`src/rtl/qenc_pkg.sv`:
```
package qenc_pkg;

    // Filtered phase pair, bit 1 = A, bit 0 = B
    typedef enum logic [1:0] {
        PH_00 = 2'b00,
        PH_01 = 2'b01,
        PH_11 = 2'b11,
        PH_10 = 2'b10
    } phase_t;

    // Transition taken by the phase machine in one sample
    typedef enum logic [1:0] {
        TR_STAY = 2'd0,
        TR_FWD  = 2'd1,
        TR_BACK = 2'd2,
        TR_JUMP = 2'd3
    } trans_t;

    // Counter action chosen each cycle
    typedef enum logic [2:0] {
        ACT_HOLD  = 3'd0,
        ACT_CLEAR = 3'd1,
        ACT_LOAD  = 3'd2,
        ACT_INC   = 3'd3,
        ACT_DEC   = 3'd4
    } act_t;

    // Edge-select codes
    localparam logic [2:0] SEL_NONE = 3'b000;
    localparam logic [2:0] SEL_A    = 3'b001;
    localparam logic [2:0] SEL_B    = 3'b010;
    localparam logic [2:0] SEL_AB   = 3'b011;

    // Control word field positions
    localparam int MODE_LSB = 0;
    localparam int SEL_LSB  = 4;
    localparam int AUTO_BIT = 8;

    typedef struct packed {
        logic [2:0] mode;
        logic [2:0] sel;
        logic       auto_dir;
    } ctl_t;

endpackage

```
`src/rtl/qenc_inflt.sv`:
```
// Synchroniser followed by a run-length stability filter for one input.
module qenc_inflt #(
    parameter int SYNC_STAGES = 2,
    parameter int FILT_LEN    = 2
) (
    input  logic clk,
    input  logic rst_n,
    input  logic din,
    output logic dout
);
    logic [SYNC_STAGES-1:0] sync_q;
    logic [FILT_LEN-1:0]    hist_q;
    logic                   filt_q;

    always_ff @(posedge clk or negedge rst_n) begin
        if (!rst_n) begin
            sync_q <= '0;
        end else begin
            sync_q[0] <= din;
            for (int i = 1; i < SYNC_STAGES; i++) begin
                sync_q[i] <= sync_q[i-1];
            end
        end
    end

    generate
        if (FILT_LEN == 1) begin : g_single
            always_ff @(posedge clk or negedge rst_n) begin
                if (!rst_n) hist_q <= '0;
                else        hist_q <= sync_q[SYNC_STAGES-1];
            end
        end else begin : g_multi
            always_ff @(posedge clk or negedge rst_n) begin
                if (!rst_n) hist_q <= '0;
                else        hist_q <= {hist_q[FILT_LEN-2:0], sync_q[SYNC_STAGES-1]};
            end
        end
    endgenerate

    always_ff @(posedge clk or negedge rst_n) begin
        if (!rst_n) begin
            filt_q <= 1'b0;
        end else if (&hist_q) begin
            filt_q <= 1'b1;
        end else if (~|hist_q) begin
            filt_q <= 1'b0;
        end
    end

    assign dout = filt_q;

endmodule

```
`src/rtl/qenc_phase_fsm.sv`:
```
// Four-state Gray-code machine over the filtered phase pair.
module qenc_phase_fsm
    import qenc_pkg::*;
(
    input  logic clk,
    input  logic rst_n,
    input  logic a_f,
    input  logic b_f,
    output logic a_moved,
    output logic b_moved,
    output logic step_up,
    output logic step_valid,
    output logic jump,
    output logic jump_err_o
);
    phase_t state_q;
    phase_t obs;
    phase_t fwd_nxt;
    phase_t back_nxt;
    trans_t trans;
    logic   jerr_q;

    assign obs = phase_t'({a_f, b_f});

    // State register
    always_ff @(posedge clk or negedge rst_n) begin
        if (!rst_n) state_q <= PH_00;
        else        state_q <= obs;
    end

    // Neighbour table and transition classification
    always_comb begin
        fwd_nxt  = PH_00;
        back_nxt = PH_00;
        unique case (state_q)
            PH_00: begin fwd_nxt = PH_10; back_nxt = PH_01; end
            PH_10: begin fwd_nxt = PH_11; back_nxt = PH_00; end
            PH_11: begin fwd_nxt = PH_01; back_nxt = PH_10; end
            PH_01: begin fwd_nxt = PH_00; back_nxt = PH_11; end
            default: begin fwd_nxt = PH_00; back_nxt = PH_00; end
        endcase
        if (obs == state_q)       trans = TR_STAY;
        else if (obs == fwd_nxt)  trans = TR_FWD;
        else if (obs == back_nxt) trans = TR_BACK;
        else                      trans = TR_JUMP;
    end

    // Outputs
    always_comb begin
        step_valid = 1'b0;
        step_up    = 1'b0;
        jump       = 1'b0;
        unique case (trans)
            TR_STAY: ;
            TR_FWD:  begin step_valid = 1'b1; step_up = 1'b1; end
            TR_BACK: begin step_valid = 1'b1; step_up = 1'b0; end
            TR_JUMP: jump = 1'b1;
            default: ;
        endcase
        a_moved = step_valid & (obs[1] != state_q[1]);
        b_moved = step_valid & (obs[0] != state_q[0]);
    end

    always_ff @(posedge clk or negedge rst_n) begin
        if (!rst_n)    jerr_q <= 1'b0;
        else if (jump) jerr_q <= 1'b1;
    end

    assign jump_err_o = jerr_q;

endmodule

```
`src/rtl/qenc_core.sv`:
```
// Control register, edge-select gating and position counter.
module qenc_core
    import qenc_pkg::*;
#(
    parameter int CNT_W = 16
) (
    input  logic             clk,
    input  logic             rst_n,
    input  logic             wr_en,
    input  logic             wr_addr,
    input  logic [CNT_W-1:0] wr_data,
    input  logic             a_moved,
    input  logic             b_moved,
    input  logic             step_up,
    input  logic             zero_clr,
    output logic [CNT_W-1:0] count_o,
    output logic             dir_up_o,
    output logic             sel_bad_o,
    output logic             mode_on,
    output logic             load,
    output logic             cnt_step,
    output logic             auto_on
);
    ctl_t             ctl_q;
    logic [CNT_W-1:0] cnt_q;
    logic             dir_q;
    logic             sel_a;
    logic             sel_b;
    logic             eff_up;
    act_t             act;

    always_ff @(posedge clk or negedge rst_n) begin
        if (!rst_n) begin
            ctl_q <= '0;
        end else if (wr_en && !wr_addr) begin
            ctl_q.mode     <= wr_data[MODE_LSB +: 3];
            ctl_q.sel      <= wr_data[SEL_LSB +: 3];
            ctl_q.auto_dir <= wr_data[AUTO_BIT];
        end
    end

    assign mode_on = (ctl_q.mode[2:1] == 2'b11);
    assign auto_on = ctl_q.auto_dir;

    always_comb begin
        sel_a = 1'b0;
        sel_b = 1'b0;
        unique case (ctl_q.sel)
            SEL_A:    sel_a = 1'b1;
            SEL_B:    sel_b = 1'b1;
            SEL_AB:   begin sel_a = 1'b1; sel_b = 1'b1; end
            default:  ;
        endcase
    end

    assign cnt_step  = mode_on & ((a_moved & sel_a) | (b_moved & sel_b));
    assign eff_up    = auto_on ? step_up : 1'b1;
    assign load      = wr_en & wr_addr;
    assign sel_bad_o = ctl_q.sel[2];

    always_comb begin
        if (zero_clr)      act = ACT_CLEAR;
        else if (load)     act = ACT_LOAD;
        else if (cnt_step) act = eff_up ? ACT_INC : ACT_DEC;
        else               act = ACT_HOLD;
    end

    always_ff @(posedge clk or negedge rst_n) begin
        if (!rst_n) begin
            cnt_q <= '0;
        end else begin
            unique case (act)
                ACT_CLEAR: cnt_q <= '0;
                ACT_LOAD:  cnt_q <= wr_data;
                ACT_INC:   cnt_q <= cnt_q + 1'b1;
                ACT_DEC:   cnt_q <= cnt_q - 1'b1;
                default:   cnt_q <= cnt_q;
            endcase
        end
    end

    always_ff @(posedge clk or negedge rst_n) begin
        if (!rst_n)        dir_q <= 1'b1;
        else if (!auto_on) dir_q <= 1'b1;
        else if (cnt_step) dir_q <= step_up;
    end

    assign count_o  = cnt_q;
    assign dir_up_o = dir_q;

endmodule

```
`src/rtl/qenc_counter.sv`:
```
module qenc_counter
    import qenc_pkg::*;
#(
    parameter int CNT_W       = 16,
    parameter int SYNC_STAGES = 2,
    parameter int FILT_LEN    = 2
) (
    input  logic             clk,
    input  logic             rst_n,
    input  logic             phase_a_i,
    input  logic             phase_b_i,
    input  logic             zero_mark_i,
    input  logic             wr_en_i,
    input  logic             wr_addr_i,
    input  logic [CNT_W-1:0] wr_data_i,
    output logic [CNT_W-1:0] count_o,
    output logic             dir_up_o,
    output logic             edge_sel_bad_o,
    output logic             jump_err_o
);
    localparam int NCH = 2;

    logic [NCH-1:0] raw_ph;
    logic [NCH-1:0] flt_ph;
    logic           zero_clr;
    logic           a_moved;
    logic           b_moved;
    logic           step_up;
    logic           step_valid;
    logic           jump;
    logic           mode_on;
    logic           load;
    logic           cnt_step;
    logic           auto_on;

    assign raw_ph = {phase_a_i, phase_b_i};

    generate
        for (genvar c = 0; c < NCH; c++) begin : g_ph
            qenc_inflt #(
                .SYNC_STAGES(SYNC_STAGES),
                .FILT_LEN   (FILT_LEN)
            ) u_flt (
                .clk  (clk),
                .rst_n(rst_n),
                .din  (raw_ph[c]),
                .dout (flt_ph[c])
            );
        end
    endgenerate

    qenc_inflt #(
        .SYNC_STAGES(SYNC_STAGES),
        .FILT_LEN   (1)
    ) u_zero (
        .clk  (clk),
        .rst_n(rst_n),
        .din  (zero_mark_i),
        .dout (zero_clr)
    );

    qenc_phase_fsm u_fsm (
        .clk       (clk),
        .rst_n     (rst_n),
        .a_f       (flt_ph[1]),
        .b_f       (flt_ph[0]),
        .a_moved   (a_moved),
        .b_moved   (b_moved),
        .step_up   (step_up),
        .step_valid(step_valid),
        .jump      (jump),
        .jump_err_o(jump_err_o)
    );

    qenc_core #(.CNT_W(CNT_W)) u_core (
        .clk      (clk),
        .rst_n    (rst_n),
        .wr_en    (wr_en_i),
        .wr_addr  (wr_addr_i),
        .wr_data  (wr_data_i),
        .a_moved  (a_moved),
        .b_moved  (b_moved),
        .step_up  (step_up),
        .zero_clr (zero_clr),
        .count_o  (count_o),
        .dir_up_o (dir_up_o),
        .sel_bad_o(edge_sel_bad_o),
        .mode_on  (mode_on),
        .load     (load),
        .cnt_step (cnt_step),
        .auto_on  (auto_on)
    );

endmodule

```
`config.mk`:
```
export PLATFORM = sky130hd
export DESIGN_NAME = qenc_counter
export DESIGN_NICKNAME = d
export VERILOG_FILES = /design/src/rtl/qenc_pkg.sv /design/src/rtl/qenc_inflt.sv /design/src/rtl/qenc_phase_fsm.sv /design/src/rtl/qenc_core.sv /design/src/rtl/qenc_counter.sv
export SDC_FILE = /design/constraint.sdc
export NUM_CORES = 1
export LEC_CHECK = 0
export ABC_AREA = 1
export BUFFER_PORTS_ARGS = -buffer_cell sky130_fd_sc_hd__buf_2
export CAP_MARGIN = 20
export CORE_AREA = 2 2 79 66
export DETAILED_ROUTE_END_ITERATION = 6
export DIE_AREA = 0 0 81 68
export GPL_ROUTABILITY_DRIVEN = 0
export PLACE_DENSITY = 0.74
export SLEW_MARGIN = 20
export SYNTH_ARGS = -nofsm -noshare
export SYNTH_HDL_FRONTEND = slang
export SYNTH_SLANG_ARGS = --single-unit
```
`constraint.sdc`:
```
create_clock -name clk -period 8.4 [get_ports clk]
set_clock_uncertainty 0.2 [all_clocks]
set_input_delay 0.84 -clock clk [delete_from_list [all_inputs] [get_ports clk]]
set_output_delay 0.84 -clock clk [all_outputs]
set_load 0.01 [all_outputs]
```
==> reports/results.txt, run 1 <==
worst hold margin: 0.150 ns
H-Tree Depth: 2
simple-gate share of the synthesized area: 29.4%
Post-CTS Resized: 0
Clock power frac: 29.8%
syn_area_per_cell: 8.28 um^2
Slew HR: 40.8%
net count after synthesis: 347
max_cap viols: 0
register area share after synthesis: 39.7%
Comb power frac: 21.1%
Post-synth ARST share: 100%
HP Class: register to register
num ports: 42
post-synth cell types: 39
CTS buffer count: 5
initial drt markers: 146
Lkg Pwr: 1.52 nW
Peak Freq: 254 MHz
Initial Util: 52.9%
fin crit share: 46.8%
mux cell area share after synthesis: 2.23%
worst-path maximum fanout: 15
GR Layer Usage met2: 39.7%
Die Span Y: 68 um
first-pass GRT wire length: 9840 um
routed wire length: 5650 um
Synth Area in XOR/XNOR: 2.08%
compound-cell area share of the yosys netlist: 10.9%
Sw Ratio: 31.1%
Internal: 0.315 mW
clk sinks: 40
PwrDens: 158 nW/um^2
WP data arrival: 3.91 ns
Design Area, Final: 2890 um^2
via count: 2182
initial antenna violation count: 0
layout cells sized above 1: 23.9%
CTS tree: yes
sequential cell area: 1000 um^2
clock root cell: clkbuf_8
worst-skew pair later-pin latency: 0.29 ns
Hold Buf Count CTS: 0
Row Count: 23
CP Class: register to register
Critical Path End Type: register
Remaining Overflow, GRT: 0
Worst-Margin Slew: 0.888 ns
R2R depth: 18
top post-synthesis cells by area: dfrtp_1 (39%), nand2_1 (13%), ha_1 (8.9%), nand3_1 (5.5%), inv_1 (4.2%)
final hold vios: 0
outcome: finished clean
Area Growth Syn to Fin: 14.3%
remaining antenna violation count: 0
largest net degree at the start of global routing: 41
multi-input logic area: 1370 um^2
sequential power share: 49.0%
startpoint class of the critical path: register
R2R Path End: u_core.count_o[15]
Reg2Reg Setup Slack: 4.47 ns
Core Region: 4780 um^2
met1 Use GR: 31.1%
Total Nets Final: 393
Seq cells post-synth: 40
setup TNS: 0 ns
clock-pin slew on the worst setup and hold paths: 0.08 ns
Fillers: 432
Pins Over Slew Limit: 0
DRC viols: 0
Clock Path Buffers: 2
Post-Synth Adder-Cell Area: 9.71%
Post-synth EDFFs: 0
dpl hpwl: 4310 um
Critical Path RT: 8.38 ns
Tmin final: 3.93 ns
number of buffers inserted by port buffering: 41
Critical Path Source: g_ph[0].u_flt.dout
cell taking the most area after synthesis: dfrtp_1
post-layout util: 60.4%
Worst R2R Start: g_ph[0].u_flt.dout
drt via density: 5.27
worst vdd ir: 0.156 mV
Post-Syn Area: 2530 um^2
Final setup viols: 0
Cells after Synth: 305
vias in the first global route: 2105
Setup Fix Bufs, Post-CTS: 0
Sw Pwr: 0.142 mW
post-DR wirelength/cell: 13.6 um
yosys warns: 0
die area: 5510 um^2
Primary FF master, synth: dfrtp_1
grt peak-use layer: met2
crit path to: u_core.count_o[15]
Die X-Extent: 81 um
gr usage total: 23.5%
drt first pass iters: 4
unrepaired setup endpoints after global routing: false
met3 Track Usage GR: 5.28%
placed inst area: 2790 um^2
top cell type's share of synthesized area: 38.6%
combinational family with the most area after synthesis: simple AND/OR/NAND/NOR gates
diodes inserted: 0
==> layout by cell type, fill, tap and decap left out, drive strengths merged <==
| cell type | count |
|---|---|
| nand2 | 93 |
| a22o | 1 |
| a21boi | 1 |
| a21oi | 19 |
| o21bai | 1 |
| nand3 | 31 |
| nor3 | 2 |
| dfstp | 1 |
| xnor2 | 3 |
| nor2 | 25 |
| clkinvlp | 2 |
| clkbuf | 6 |
| inv | 32 |
| mux2 | 5 |
| and2 | 2 |
| nand4 | 2 |
| fa | 1 |
| dfrtp | 39 |
| o211ai | 5 |
| a21o | 2 |
| clkinv | 1 |
| nand3b | 3 |
| o21ai | 9 |
| o311ai | 1 |
| or2 | 2 |
| ha | 18 |
| buf | 42 |
| xor2 | 3 |
==> synth_stat cells, types with 2 or more instances <==
library cell  number
nand2_1           86
dfrtp_1           39
inv_1             28
nand3_1           28
nor2_1            23
ha_1              18
a21oi_1           13
a21oi_2            6
nand2_2            6
mux2_2             5
o211ai_1           5
o21ai_1            5
inv_2              4
o21ai_0            4
nand3b_1           3
xnor2_1            3
xor2_1             3
a21o_1             2
buf_6              2
nand3_2            2
nand4_1            2
==> through the flow <==
step	power, mW	worst slack (ns)	instances
floorplan	0.294	5.09	305
global placement	0.322	4.56	406
detailed placement	0.325	4.49	406
CTS	0.464	4.47	414
global route	0.487	4.09	414
finish	0.457	4.47	414
==> state kept, by name, indices dropped and copies added (netlist names) <==
register           count
u_core.count_o        16
g_ph.u_flt.hist_q      4
g_ph.u_flt.sync_q      4
u_core.ctl_q           4
g_ph.u_flt.dout        2
u_fsm.state_q          2
u_zero.sync_q          2
u_core.auto_on         1
u_core.dir_up_o        1
u_core.sel_bad_o       1
u_fsm.jump_err_o       1
u_zero.dout            1
u_zero.hist_q          1
==> power by group through the flow <==
stage                     registers [mW]  logic (mW)  clock network, mW
after global routing               0.226       0.109              0.151
after global placement             0.227      0.0947                  0
after floorplan                    0.229      0.0655                  0
after detailed placement           0.228      0.0975                  0
after CTS                          0.224      0.0978              0.142
final                              0.224      0.0966              0.136
==> worst min-delay path by stage <==
stage	from	endpoint	slack [ns]	cells after the start
after floorplan	g_ph[0].u_flt.sync_q[1]	g_ph[0].u_flt.hist_q[0]	0.13	0
after global placement	g_ph[0].u_flt.sync_q[0]	g_ph[0].u_flt.sync_q[1]	0.13	0
after detailed placement	g_ph[1].u_flt.sync_q[1]	g_ph[1].u_flt.hist_q[0]	0.13	0
after CTS	g_ph[1].u_flt.sync_q[1]	g_ph[1].u_flt.hist_q[0]	0.15	0
after global routing	g_ph[0].u_flt.sync_q[1]	g_ph[0].u_flt.hist_q[0]	0.16	0
final	g_ph[1].u_flt.sync_q[0]	g_ph[1].u_flt.sync_q[1]	0.15	0
==> worst max-delay path, stage by stage, from the launching register on <==
cell and delay, ns:
dfrtp_1 0.43, inv_2 0.08, nand2_2 0.06, a22o_1 0.21, o21ai_0 0.07, inv_1 0.07
ha_1 0.33, nor3_4 0.33, nand3_4 0.25, nor2_4 0.39, ha_1 0.37, nand2_1 0.20
inv_2 0.05, a21oi_2 0.14, nand2_2 0.09, a21oi_1 0.26, nand3_1 0.12, nand3_1 0.10
nand3_1 0.06
==> cell type report <==
| cell class | count | area share (%) |
|---|---|---|
| clock buffers | 6 | 2.86 |
| multi-input cells | 229 | 47.6 |
| well taps | 62 | 2.69 |
| flip-flops and latches | 40 | 34.7 |
| clock inverters | 2 | 0.520 |
| inverters | 33 | 4.29 |
| repair buffers | 42 | 7.37 |
==> cells by family after synthesis <==
group,after synthesis
multiplexers,5
XOR/XNOR,6
flip-flops,40
AND/OR/NAND/NOR,160
AO/OA/AOI/OAI,39
adder cells (fa/ha/maj),19
buffers and inverters,36
==> layer usage <==
| metal | share of wire, % | wire, um |
|---|---|---|
| met1 | 48 | 2700 |
| met2 | 46 | 2570 |
| met3 | 5.7 | 324 |
| met4 | 0.81 | 46 |
| met5 | 0 | 0 |
(Power assumes the default switching activity.)
==> run 2, diff against run 1 <==
ABC_AREA = 0   (was 1)
CORE_AREA = 2 2 77 64   (was 2 2 79 66)
DIE_AREA = 0 0 79 66   (was 0 0 81 68)
clock period = 3.9 ns   (was 8.4 ns; I/O delays follow)
==> reports/results.txt, run 2 <==
layout cells sized above 1: 44.8% (+21 points)
routed wire length: 6330 um (+12%)
max FFs per register: 16 (unchanged)
Area Growth Syn to Fin: 43.3%
unrepaired setup endpoints after global routing: true
WP data arrival: 4.07 ns (+0.16 ns)
clock-pin slew on the worst setup and hold paths: 0.08 ns (about the same)
Post-synth EDFFs: 0 (unchanged)
cell with the most instances after synthesis: dfrtp_1
top cell type's share of synthesized area: 41.3% (+2.6 points)
vias in the first global route: 2012 (-4.4%)
gr usage total: 24.4% (+0.92 points)
Design Area, Final: 3390 um^2 (+17%)
Slew HR: 37.4% (-3.4 points)
Die Span Y: 66 um (-2.9%)
Sw Ratio: 29.4% (-1.7 points)
commonest non-fill, non-tap cells in the layout: buf_2 (41), dfrtp_1 (38), buf_4 (37)
num ports: 42 (unchanged)
remaining antenna violation count: 0 (unchanged)
Worst R2R Start: u_fsm.state_q[1]
setup TNS: -0.429 ns (-0.429 ns)
Post-synth ARST share: 100% (unchanged)
Row Count: 22 (-4.3%)
sequential power share: 43.7% (-5.3 points)
Peak Freq: 246 MHz (-3.4%)
Lkg Pwr: 1.54 nW (+1.0%)
DRC viols: 0 (unchanged)
outcome: finished with violations
max_cap viols: 0 (unchanged)
Total Nets Final: 360 (-8.4%)
Die X-Extent: 79 um (-2.5%)
diodes inserted: 0 (unchanged)
number of buffers inserted by port buffering: 41 (unchanged)
Final setup viols: 5 (+5)
CTS tree: yes
cell taking the most area after synthesis: dfrtp_1
CP Class: register to register
Clock power frac: 31.4% (+1.6 points)
Seq cells post-synth: 40 (unchanged)
most common cell after layout, fill and taps aside: buf_2
# placed instances: 360 (-11%)
fin cells: 379 (-8.5%)
Cells after Synth: 235 (-23%)
Sw Pwr: 0.325 mW (+130%)
slack of the critical path: -0.168 ns (-4.64 ns)
GR Layer Usage met2: 40.8% (+1.1 points)
initial antenna violation count: 0 (unchanged)
worst-path maximum fanout: 8 (-7)
post-DR wirelength/cell: 16.7 um (+23%)
Worst-Margin Slew: 0.932 ns (+0.0440 ns)
most frequent cells after synthesis: dfrtp_1 (39), nor2_1 (25), a21oi_1 (19)
met1 Use GR: 32.7% (+1.6 points)
yosys warns: 0 (unchanged)
worst hold margin: -0.000250 ns (-0.150 ns)
Tmin final: 4.07 ns (+0.138 ns)
syn_area_per_cell: 10.1 um^2 (+21%)
failing checks: negative hold slack, negative setup slack
top post-synthesis cells by area: dfrtp_1 (41%), ha_1 (9.5%), mux2_2 (4.3%), a21oi_1 (4.0%), nor2_1 (4.0%)
largest net degree at the start of global routing: 41 (unchanged)
via count: 2167 (-0.69%)
clk sinks: 40 (unchanged)
met3 Track Usage GR: 4.23% (-1.0 points)
dpl hpwl: 4100 um (-4.9%)
H-Tree Depth: 2 (unchanged)
Clock Path Buffers: 2 (unchanged)
Pins Over Slew Limit: 0 (unchanged)
Critical Path RT: 3.90 ns (-4.48 ns)
Critical Path End Type: register
Core Region: 4460 um^2 (-6.7%)
Initial Util: 53.0% (+0.15 points)
post-layout util: 76.0% (+16 points)
post-synth cell types: 48 (+23%)
PwrDens: 326 nW/um^2 (+110%)
placed inst area: 2940 um^2 (+5.2%)
Post-Syn Area: 2360 um^2 (-6.4%)
fin crit share: 104% (+58 points)
drt via density: 5.72 (+8.5%)
first-pass GRT wire length: 9740 um (-0.99%)
HP Class: input pin to asynchronous set/reset pin
die area: 5210 um^2 (-5.3%)
Comb power frac: 24.8% (+3.7 points)
register area share after synthesis: 42.4% (+2.7 points)
grt peak-use layer: met2
CTS buffer count: 5 (unchanged)
Remaining Overflow, GRT: 0 (unchanged)
worst-skew pair later-pin latency: 0.30 ns (about the same)
Internal: 0.781 mW (+150%)
final hold vios: 1 (+1)
Primary FF master, synth: dfrtp_1
total power: 1.11 mW (+140%)
initial drt markers: 128 (-12%)
Critical Path Source: u_fsm.state_q[1]
startpoint class of the critical path: register
worst vdd ir: 0.256 mV (+64%)
clock root cell: clkbuf_8
net count after synthesis: 277 (-20%)
drt first pass iters: 4 (unchanged)
-- run 2: timing repair --
action / in CTS / in global routing
cloned: 0 / 0
pin swaps: 15 / 17
hold endpoints to repair: 3 / 0
resized for setup: 21 / 28
setup buffers: 3 / 5
endpoints found under the setup margin: 7 / 9
hold buffers: 3 / 0
-- run 2: cell type report --
type / instances / area (um^2)
Inverter: 6 / 22.5
Tap cell: 60 / 75.1
Clock inverter: 3 / 46.3
Multi-Input combinational cell: 180 / 1590
Timing Repair Buffer: 85 / 579
Clock buffer: 5 / 68.8
Fill cell: 306 / 1070
Sequential cell: 40 / 1000
-- run 2: power groups by stage --
stage               logic (mW)  registers [mW]  clock network [mW]
floorplan                0.128           0.485                   0
global placement         0.217           0.484                   0
detailed placement       0.223           0.486                   0
CTS                      0.251           0.482               0.356
global route             0.300           0.488               0.371
finish                   0.275           0.483               0.348
-- run 2: stage by stage --
stage,setup slack (ns),hold WS (ns)
floorplan,-0.354,-0.106
CTS,-0.0201,0.0365
global placement,-0.0823,0.133
global route,-0.282,0.0743
detailed placement,-0.146,0.136
finish,-0.168,-0.000250
-- run 2: layer usage --
layer	wire length [um]	part of all wire, %	vias to the layer above
met3	344	5.4	11
met4	89	1.4	0
met1	2690	42	1062
met2	3210	51	74
met5	0	0	-
li1	-	-	1020
-- run 2: final timing paths --
path                                      endpoint  slack [ns]  cells past startpoint
worst max-delay path            u_core.count_o[12]       -0.17                     14
worst min-delay path            u_core.count_o[11]     -0.0003                      1
worst max register to register  u_core.count_o[12]       -0.17                     14
worst min register to register         u_zero.dout        0.15                      0
max in group asynchronous       g_ph[0].u_flt.dout        2.87                      1
min in group clk                 u_core.count_o[1]        0.13                      3
-- run 2: cell families (layout without fill, tap and decap cells) --
| group | Yosys count | in the layout | synth area share [%] |
|---|---|---|---|
| DFF | 40 | 40 | 42.4 |
| AOI/OAI and AO/OA | 66 | 66 | 18.5 |
| muxes | 16 | 16 | 7.25 |
| buffers and inverters | 15 | 99 | 2.80 |
| adders and majority gates | 19 | 19 | 10.4 |
| and+or+nand+nor | 65 | 65 | 13.5 |
| xor gates and xnor gates | 14 | 14 | 5.19 |
-- run 2: critical path, cell delays in order (launching register included) --
cell and delay, ns:
dfrtp_1 0.47, o21ai_0 0.30, o21a_1 0.24, ha_4 0.22, or4_4 0.44, nor2_4 0.12
buf_12 0.14, buf_6 0.10, ha_4 0.20, a211o_1 0.33, o32ai_4 0.30, o21ai_2 0.12
o31ai_2 0.21, mux2_4 0.33, a211oi_2 0.27
